==> config.mk <==
export PLATFORM = sky130hd
export DESIGN_NAME = hostif_top
export DESIGN_NICKNAME = d
export VERILOG_FILES = /design/src/rtl/hostif_pkg.sv /design/src/rtl/hostif_sync.sv /design/src/rtl/hostif_access.sv /design/src/rtl/hostif_regbank.sv /design/src/rtl/hostif_irq.sv /design/src/rtl/hostif_top.sv
export SDC_FILE = /design/constraint.sdc
export NUM_CORES = 1
export LEC_CHECK = 0
export ABC_AREA = 0
export BUFFER_PORTS_ARGS = -buffer_cell sky130_fd_sc_hd__buf_2
export CAP_MARGIN = 20
export CELL_PAD_IN_SITES_DETAIL_PLACEMENT = 1
export CELL_PAD_IN_SITES_GLOBAL_PLACEMENT = 1
export CORE_MARGIN = 4
export CORE_UTILIZATION = 40
export CTS_BUF_LIST = sky130_fd_sc_hd__clkbuf_2 sky130_fd_sc_hd__clkbuf_4 sky130_fd_sc_hd__clkbuf_8
export CTS_CLUSTER_DIAMETER = 200
export DETAILED_ROUTE_END_ITERATION = 8
export PLACE_DENSITY = 0.73
export SLEW_MARGIN = 20
export SYNTH_ARGS = -nofsm -noshare
export SYNTH_HDL_FRONTEND = slang
export SYNTH_SLANG_ARGS = --single-unit
==> constraint.sdc <==
create_clock -name clk_i -period 4.09 [get_ports clk_i]
set_input_delay 0.2045 -clock clk_i [delete_from_list [all_inputs] [get_ports clk_i]]
set_output_delay 0.2045 -clock clk_i [all_outputs]
set_load 0.005 [all_outputs]
==> src/rtl/hostif_pkg.sv <==
package hostif_pkg;
  localparam int DW = 16;

  typedef enum logic {
    STROBE_SPLIT = 1'b0,
    STROBE_RW    = 1'b1
  } strobe_mode_e;
endpackage

==> src/rtl/hostif_sync.sv <==
module hostif_sync #(
  parameter int           W       = 1,
  parameter int           STAGES  = 2,
  parameter logic [W-1:0] RST_VAL = '0
) (
  input  logic         clk_i,
  input  logic         rst_ni,
  input  logic [W-1:0] d_i,
  output logic [W-1:0] q_o
);
  logic [W-1:0] stg [STAGES];

  for (genvar i = 0; i < STAGES; i++) begin : g_stage
    if (i == 0) begin : g_first
      always_ff @(posedge clk_i or negedge rst_ni) begin
        if (!rst_ni) stg[i] <= RST_VAL;
        else         stg[i] <= d_i;
      end
    end else begin : g_next
      always_ff @(posedge clk_i or negedge rst_ni) begin
        if (!rst_ni) stg[i] <= RST_VAL;
        else         stg[i] <= stg[i-1];
      end
    end
  end

  assign q_o = stg[STAGES-1];
endmodule

==> src/rtl/hostif_access.sv <==
module hostif_access
  import hostif_pkg::*;
#(
  parameter int AW          = 4,
  parameter int SYNC_STAGES = 2
) (
  input  logic          clk_i,
  input  logic          rst_ni,
  input  logic          mode_i,
  input  logic          cs_ni,
  input  logic          rd_ni,
  input  logic          wr_ni,
  input  logic [AW-1:0] addr_i,
  input  logic [DW-1:0] data_i,
  output logic          rd_en_o,
  output logic          commit_o,
  output logic [AW-1:0] commit_addr_o,
  output logic [DW-1:0] commit_data_o
);
  localparam int PW = AW + DW;

  strobe_mode_e md;
  logic         wacc_n;
  logic         wacc_s;
  logic         wacc_d;
  logic [PW-1:0] pay_s;
  logic [PW-1:0] pay_hold;

  assign md = strobe_mode_e'(mode_i);

  // Pin-level access qualification.
  always_comb begin
    if (md == STROBE_RW) begin
      wacc_n  = cs_ni | rd_ni;
      rd_en_o = !cs_ni && rd_ni;
    end else begin
      wacc_n  = cs_ni | wr_ni;
      rd_en_o = !cs_ni && !rd_ni;
    end
  end

  hostif_sync #(.W(1), .STAGES(SYNC_STAGES), .RST_VAL(1'b1)) i_sync_wacc (
    .clk_i (clk_i),
    .rst_ni(rst_ni),
    .d_i   (wacc_n),
    .q_o   (wacc_s)
  );

  hostif_sync #(.W(PW), .STAGES(SYNC_STAGES), .RST_VAL('0)) i_sync_pay (
    .clk_i (clk_i),
    .rst_ni(rst_ni),
    .d_i   ({addr_i, data_i}),
    .q_o   (pay_s)
  );

  always_ff @(posedge clk_i or negedge rst_ni) begin
    if (!rst_ni) begin
      wacc_d   <= 1'b1;
      pay_hold <= '0;
    end else begin
      wacc_d <= wacc_s;
      if (!wacc_s) pay_hold <= pay_s;
    end
  end

  assign commit_o      = wacc_s && !wacc_d;
  assign commit_addr_o = pay_hold[PW-1:DW];
  assign commit_data_o = pay_hold[DW-1:0];

  AST_ONE_COMMIT: assert property (@(posedge clk_i) disable iff (!rst_ni)
    commit_o |=> !commit_o);
  AST_COMMIT_AFTER_ACCESS: assert property (@(posedge clk_i) disable iff (!rst_ni)
    commit_o |-> $past(!wacc_s));
endmodule

==> src/rtl/hostif_regbank.sv <==
module hostif_regbank
  import hostif_pkg::*;
#(
  parameter int NCFG = 4,
  parameter int AW   = 4,
  parameter int LENW = 8,
  parameter int CHW  = 2
) (
  input  logic              clk_i,
  input  logic              rst_ni,
  input  logic              commit_i,
  input  logic [AW-1:0]     commit_addr_i,
  input  logic [DW-1:0]     commit_data_i,
  input  logic [AW-1:0]     rd_addr_i,
  input  logic [DW-1:0]     status_i,
  output logic [DW-1:0]     rdata_o,
  output logic [NCFG*DW-1:0] cfg_o,
  output logic [LENW-1:0]   len_o,
  output logic [CHW-1:0]    sel_o
);
  localparam int ADDR_LEN  = NCFG;
  localparam int ADDR_SEL  = NCFG + 1;
  localparam int ADDR_STAT = NCFG + 2;

  logic [DW-1:0] cfg_q [NCFG];

  for (genvar k = 0; k < NCFG; k++) begin : g_cfg
    always_ff @(posedge clk_i or negedge rst_ni) begin
      if (!rst_ni)
        cfg_q[k] <= '0;
      else if (commit_i && commit_addr_i == AW'(k))
        cfg_q[k] <= commit_data_i;
    end
    assign cfg_o[k*DW +: DW] = cfg_q[k];
  end

  always_ff @(posedge clk_i or negedge rst_ni) begin
    if (!rst_ni) begin
      len_o <= LENW'(1);
      sel_o <= '0;
    end else if (commit_i) begin
      if (commit_addr_i == AW'(ADDR_LEN)) len_o <= commit_data_i[LENW-1:0];
      if (commit_addr_i == AW'(ADDR_SEL)) sel_o <= commit_data_i[CHW-1:0];
    end
  end

  always_comb begin
    rdata_o = '0;
    for (int k = 0; k < NCFG; k++)
      if (rd_addr_i == AW'(k)) rdata_o = cfg_q[k];
    if (rd_addr_i == AW'(ADDR_LEN))  rdata_o = DW'(len_o);
    if (rd_addr_i == AW'(ADDR_SEL))  rdata_o = DW'(sel_o);
    if (rd_addr_i == AW'(ADDR_STAT)) rdata_o = status_i;
  end

  AST_CFG_HOLD: assert property (@(posedge clk_i) disable iff (!rst_ni)
    !commit_i |=> $stable(cfg_o));
  AST_CTRL_HOLD: assert property (@(posedge clk_i) disable iff (!rst_ni)
    !commit_i |=> ($stable(len_o) && $stable(sel_o)));
endmodule

==> src/rtl/hostif_irq.sv <==
module hostif_irq #(
  parameter int NCH  = 4,
  parameter int CHW  = 2,
  parameter int LENW = 8
) (
  input  logic            clk_i,
  input  logic            rst_ni,
  input  logic [NCH-1:0]  new_data_i,
  input  logic [CHW-1:0]  sel_i,
  input  logic [LENW-1:0] len_i,
  output logic            irq_o
);
  logic [LENW-1:0] cnt_q;
  logic            evt;

  assign evt = new_data_i[sel_i];

  always_ff @(posedge clk_i or negedge rst_ni) begin
    if (!rst_ni)           cnt_q <= '0;
    else if (evt)          cnt_q <= len_i;
    else if (cnt_q != '0)  cnt_q <= cnt_q - 1'b1;
  end

  assign irq_o = (cnt_q != '0);

  AST_PULSE_START: assert property (@(posedge clk_i) disable iff (!rst_ni)
    (evt && len_i != '0) |=> irq_o);
  AST_COUNT_DOWN: assert property (@(posedge clk_i) disable iff (!rst_ni)
    (!evt && cnt_q != '0) |=> (cnt_q == $past(cnt_q) - 1'b1));
  AST_ZERO_LEN: assert property (@(posedge clk_i) disable iff (!rst_ni)
    (evt && len_i == '0) |=> !irq_o);
endmodule

==> src/rtl/hostif_top.sv <==
module hostif_top
  import hostif_pkg::*;
#(
  parameter int NCFG        = 4,
  parameter int AW          = 4,
  parameter int LENW        = 8,
  parameter int NCH         = 4,
  parameter int SYNC_STAGES = 2,
  localparam int CHW        = (NCH > 1) ? $clog2(NCH) : 1
) (
  input  logic                 clk_i,
  input  logic                 rst_ni,
  input  logic                 mode_i,
  input  logic                 cs_ni,
  input  logic                 rd_ni,
  input  logic                 wr_ni,
  input  logic [AW-1:0]        addr_i,
  input  logic [DW-1:0]        data_i,
  output logic [DW-1:0]        data_o,
  output logic                 data_oe_o,
  input  logic [DW-1:0]        status_i,
  input  logic [NCH-1:0]       new_data_i,
  output logic                 irq_o,
  output logic [NCFG*DW-1:0]   cfg_o
);
  logic            rd_en;
  logic            commit;
  logic [AW-1:0]   commit_addr;
  logic [DW-1:0]   commit_data;
  logic [DW-1:0]   rdata;
  logic [LENW-1:0] len;
  logic [CHW-1:0]  sel;

  hostif_access #(.AW(AW), .SYNC_STAGES(SYNC_STAGES)) i_access (
    .clk_i        (clk_i),
    .rst_ni       (rst_ni),
    .mode_i       (mode_i),
    .cs_ni        (cs_ni),
    .rd_ni        (rd_ni),
    .wr_ni        (wr_ni),
    .addr_i       (addr_i),
    .data_i       (data_i),
    .rd_en_o      (rd_en),
    .commit_o     (commit),
    .commit_addr_o(commit_addr),
    .commit_data_o(commit_data)
  );

  hostif_regbank #(.NCFG(NCFG), .AW(AW), .LENW(LENW), .CHW(CHW)) i_regbank (
    .clk_i        (clk_i),
    .rst_ni       (rst_ni),
    .commit_i     (commit),
    .commit_addr_i(commit_addr),
    .commit_data_i(commit_data),
    .rd_addr_i    (addr_i),
    .status_i     (status_i),
    .rdata_o      (rdata),
    .cfg_o        (cfg_o),
    .len_o        (len),
    .sel_o        (sel)
  );

  hostif_irq #(.NCH(NCH), .CHW(CHW), .LENW(LENW)) i_irq (
    .clk_i     (clk_i),
    .rst_ni    (rst_ni),
    .new_data_i(new_data_i),
    .sel_i     (sel),
    .len_i     (len),
    .irq_o     (irq_o)
  );

  assign data_oe_o = rd_en;
  assign data_o    = rd_en ? rdata : '0;

  AST_OE_NEEDS_CS: assert property (@(posedge clk_i) disable iff (!rst_ni)
    cs_ni |-> !data_oe_o);
  AST_IDLE_BUS_ZERO: assert property (@(posedge clk_i) disable iff (!rst_ni)
    !data_oe_o |-> (data_o == '0));
endmodule

== Word-level counts from Yosys, hierarchy flattened ==
Index checks and enable logic that the tools add are counted.
Widths: inputs -> output; s select.
Operators by class
  add/subtract/negate cells: 1
  $lt $le $gt $ge: 1
  eq/ne operators: 11
  multiplexer cells: 14
  bitwise operators: 2
  reductions and logical operators: 16
Operators with widths (number)
  $mux 16: 8
  $eq 4x3->1 const B: 5
  $eq 4x2->1 const B: 4
  $mux 8: 2
  $eq 4x1->1 const B: 2
  $logic_not 4->1: 2
  $reduce_bool 8->1: 1
  $sub 8x1->8 const B: 1
  $logic_and 1x1->1: 7
  $reduce_and 2->1: 2
  $logic_not 1->1: 3
  $lt 2x3->1 const B: 1
  $mux 1: 3
  $bmux 1 s2: 1
  $or 1x1->1: 2
  $reduce_bool 2->1: 1
Word-level totals
  flip-flop bits (word level): 145
  bits of input ports: 46
  output and inout bits: 82
  logic and storage cells: 58

== Depth between registers and ports, before layout ==
  depth in word-level cells: 9
  mapped depth: 7

== Modules after synthesis ==
A second synthesis with hierarchy kept.
Unflattened totals
  cell total of the unflattened synthesis: 494
  area, all modules: 6473.7 um^2
By module, submodules not included
  hostif_regbank: times used 1, cells an instance 315, area an instance 3754.9 um^2
  hostif_sync at i_access.i_sync_pay: times used 1, cells an instance 60, area an instance 1151.1 um^2
  hostif_access: times used 1, cells an instance 48, area an instance 879.6 um^2
  hostif_irq: times used 1, cells an instance 52, area an instance 509.2 um^2
  hostif_top: times used 1, cells an instance 17, area an instance 126.4 um^2
  hostif_sync at i_access.i_sync_wacc: times used 1, cells an instance 2, area an instance 52.6 um^2

== Worst setup path after synthesis ==
OpenSTA, ideal clock, no wires.
  path kind: flip-flop to flip-flop
  start: reg i_irq.cnt_q[3]
  end: reg i_irq.cnt_q[1]
  arrival time: 1.671 ns
  data required time: 4.013 ns
  slack: 2.342 ns
  stages on the path, launching flop included: 5
  buffers on the path: 0
  path through: dfrtp_1 > or4_4 > nor3_4 > mux2_1 > o21ai_1
Between the ends
  cells in the longest elaborated chain, start to end: 2
Ends and longest elaborated chain
  start, declared: RTL line hostif_irq.sv:13  | logic [LENW-1:0] cnt_q;
  start signal, assigned: RTL line hostif_irq.sv:20  | else if (evt) cnt_q <= len_i;
  start signal, assigned: RTL line hostif_irq.sv:21  | else if (cnt_q != '0) cnt_q <= cnt_q - 1'b1;
  $reduce_bool 8->1: RTL line hostif_irq.sv:21
  $reduce_bool 2->1 (no source line)
No other way between the ends.
A chain may end at the register's enable or synchronous reset.

== Final worst setup path ==
  start: reg i_access.i_sync_wacc.stg, in the netlist i_access.i_sync_wacc.q_o
  end: reg i_regbank.cfg_q, in the netlist i_regbank.cfg_o[31]
Between the ends
  cells in the longest elaborated chain, start to end: 2
Ends and longest elaborated chain
  start, declared: RTL line hostif_sync.sv:11  | logic [W-1:0] stg [STAGES];
  start signal, assigned by index: RTL line hostif_sync.sv:22  | else stg[i] <= stg[i-1];
  $logic_and 1x1->1: RTL line hostif_access.sv:66  | assign commit_o = wacc_s && !wacc_d;
  $logic_and 1x1->1: RTL line hostif_regbank.sv:31  | else if (commit_i && commit_addr_i == AW'(k))
  end signal, assigned by index: RTL line hostif_regbank.sv:32  | cfg_q[k] <= commit_data_i;
  end, declared: RTL line hostif_regbank.sv:25  | logic [DW-1:0] cfg_q [NCFG];
No other way between the ends.

==> results.toml <==
[setup_path]
worst-path-max-fanout = 23
required_ns = 4.41
critPathArrivalTime_ns = 3.06
reg2reg_depth = 3
reg2reg_slack_ns = 1.35
critPathCaptureType = "flip-flop"
reg2reg_to = "i_regbank.cfg_o[31]$_DFFE_PN0P_"
startpoint_type = "flip-flop"
crit_type = "reg2reg"
r2r_start = "i_access.i_sync_wacc.q_o$_DFF_PN1_"

[cells_and_area]
syn2layout_area_growth_pct = 23.7
drive_gt1_frac = 0.472
diodes = 0
design_area_um2 = 7530
final_cell_mix = "dfrtp_1 (141), buf_2 (126), mux2_2 (99)"
mostFrequentLayoutCell = "dfrtp_1"
finalNetCount = 635
final_util = 0.513
final_cell_count_no_fill = 783

[placed_design]
post-place-ws_ns = 1.31
place_hpwl_mm = 11.6
place_congestion = 0.797
post_dp_cell_area_um2 = 6910
port_buffers = 127
placed_cells = 733

[detailed_routing]
avgViaCountPerCell = 5.49
drtIter0Drc = 221
drc_errors = 0
dr.pass1.iters = 5
totalWireLength_mm = 17.1
vias = 4296
drt-wirelength-per-cell_um = 21.8
ant_nets = 0

[worst_hold_path]
hp-start = "addr_i[3]"
hp-class = "in2reg"
hold_end = "i_access.i_sync_pay.stg[39]$_DFF_PN0_"
holdPathStages = 1

[global_routing]
antenna_found_initial = 0
grt_overflow = 0
grt_usage = 0.203
grt_pass1_wl_mm = 27.5
grt_max_degree = 66
grt_pass1_vias = 4789

[sta]
finClkSkew_ns = 0.00858
finalCritPeriodShare = 0.670
clock.fmax_mhz = 365
finalMaxSlewViolations = 0
whs_ns = 0.0503
hold_viol_final = 0
rsz0062_at_grt = "no"
max_slew.worst_pin.slew_ns = 0.986
setup_viol = 0
fin_setup_tns_ns = 0
fin_ws_ns = 1.35
fin_crit_ns = 2.74
slew_headroom = 0.341

[power]
power_mw = 4.74
power.density_nw_per_um2 = 630
p_leak_nw = 3.56
irDropWorstVdd_uv = 314

[floorplan]
initial_utilization = 0.414
dieArea_um2 = 17300
die_h_um = 131
die_w_um = 131
ios = 128
rows = 44
core_area_um2 = 14700

[logic_synthesis]
yosysSeqAreaShare = 0.597
synthCells = 439
async_reset_ff_frac = 1.00
synth_top_area_cell = "dfrtp_1"
synthTopCellsByArea = "dfrtp_1 (58%), mux2_2 (18%), dfstp_2 (1.7%)"
syn_avg_cell_area_um2 = 13.9
ys_ff_latch = 145
yosys_warnings = 0
synth.top_cell.area_share = 0.579
synth_ff_type = "dfrtp_1"
synth_edf_count = 0
netlist-cell-type-count = 52
syn_nets = 487
syn_area_um2 = 6090

[clock_tree]
cts_sinks = 145
cts_buffers = 17
root_buffer = "clkbuf_8"
cts_tree = "built"
clk_pin_slew_ns = 0.08
clk_latency_ns = 0.44
cts_max_path_buffers = 2
cts.htree.levels = 4

[job]
maxCapViolCount = 0

[run_status]
run_status = "completed"
cell usage after synthesis (all sizes together) (6+ instances only):
cell type	n
o21ai	16
clkbuf	9
a2bb2oi	7
mux2	100
o2bb2ai	11
nor2b	8
nor3	6
nand2	14
nor2	23
a22oi	6
mux2i	10
nand3	6
dfrtp	141
buf	16
layout make-up:
type,count,area [um2]
clock buffer,20,275
multi-input combinational,264,2320
timing repair buffer,154,892
tap,184,230
inverter,5,18.8
fill,1499,7170
sequential,145,3630
clock inverter,11,160
cell families (layout without fill, tap and decap cells):
| logic type | Yosys count | in the layout | synth area share |
|---|---|---|---|
| compound gates | 63 | 63 | 0.0779 |
| xor+xnor | 5 | 5 | 0.00719 |
| fa+ha+maj | 2 | 2 | 0.00411 |
| buf+inv | 30 | 190 | 0.0220 |
| flops | 145 | 145 | 0.597 |
| mux | 114 | 114 | 0.216 |
| simple gates | 80 | 80 | 0.0762 |
worst max-delay path by stage:
stage | to | cells after the start | slack, ns | start
finish | i_regbank.cfg_o[31]$_DFFE_PN0P_ | 3 | 1.35 | i_access.i_sync_wacc.q_o$_DFF_PN1_
global route | i_regbank.cfg_o[31]$_DFFE_PN0P_ | 3 | 1.15 | i_access.i_sync_wacc.q_o$_DFF_PN1_
CTS | i_regbank.cfg_o[31]$_DFFE_PN0P_ | 3 | 1.29 | i_access.i_sync_wacc.q_o$_DFF_PN1_
detailed placement | i_regbank.cfg_o[25]$_DFFE_PN0P_ | 3 | 1.31 | i_access.i_sync_wacc.q_o$_DFF_PN1_
global placement | i_regbank.cfg_o[25]$_DFFE_PN0P_ | 3 | 1.46 | i_access.i_sync_wacc.q_o$_DFF_PN1_
floorplan | i_irq.cnt_q[1]$_DFFE_PN0P_ | 4 | 2.34 | i_irq.cnt_q[3]$_DFFE_PN0P_
layer usage:
| metal | global-route usage | part of all wire | up-vias |
|---|---|---|---|
| li1 | - | - | 1899 |
| met5 | 0 | 0 | - |
| met4 | 0.0706 | 0.016 | 0 |
| met2 | 0.344 | 0.50 | 130 |
| met3 | 0.0440 | 0.051 | 25 |
| met1 | 0.260 | 0.43 | 2242 |
sequential cells by signal, summed over array words and instances, names as in the netlist:
name                      cells
i_access.i_sync_pay.q_o      20
i_access.i_sync_pay.stg      20
i_access.i_sync_wacc.q_o      1
i_access.i_sync_wacc.stg      1
i_access.pay_hold            20
i_access.wacc_d               1
i_irq.cnt_q                   8
i_regbank.cfg_o              64
i_regbank.len_o               8
i_regbank.sel_o               2
report_power, final:
group | internal, mW | leakage (nW) | total, mW | switching, mW
combinational | 0.715 | 1.54 | 1.25 | 0.536
sequential | 1.85 | 1.79 | 2.27 | 0.414
clock | 0.704 | 0.220 | 1.22 | 0.520
total | 3.27 | 3.56 | 4.74 | 1.47
critical path, cell delays in order (launching register included):
cell and delay, ns:
dfstp_2 0.93, nor3b_2 0.38, nand3_1 0.76, mux2_2 0.56
what timing repair did:
action / CTS / global route
hold buffers: 19 / 0
gates resized for setup: 0 / 0
setup buffers: 0 / 0
hold endpoints to repair: 79 / 0
Power figures use the tool's default switching activity.
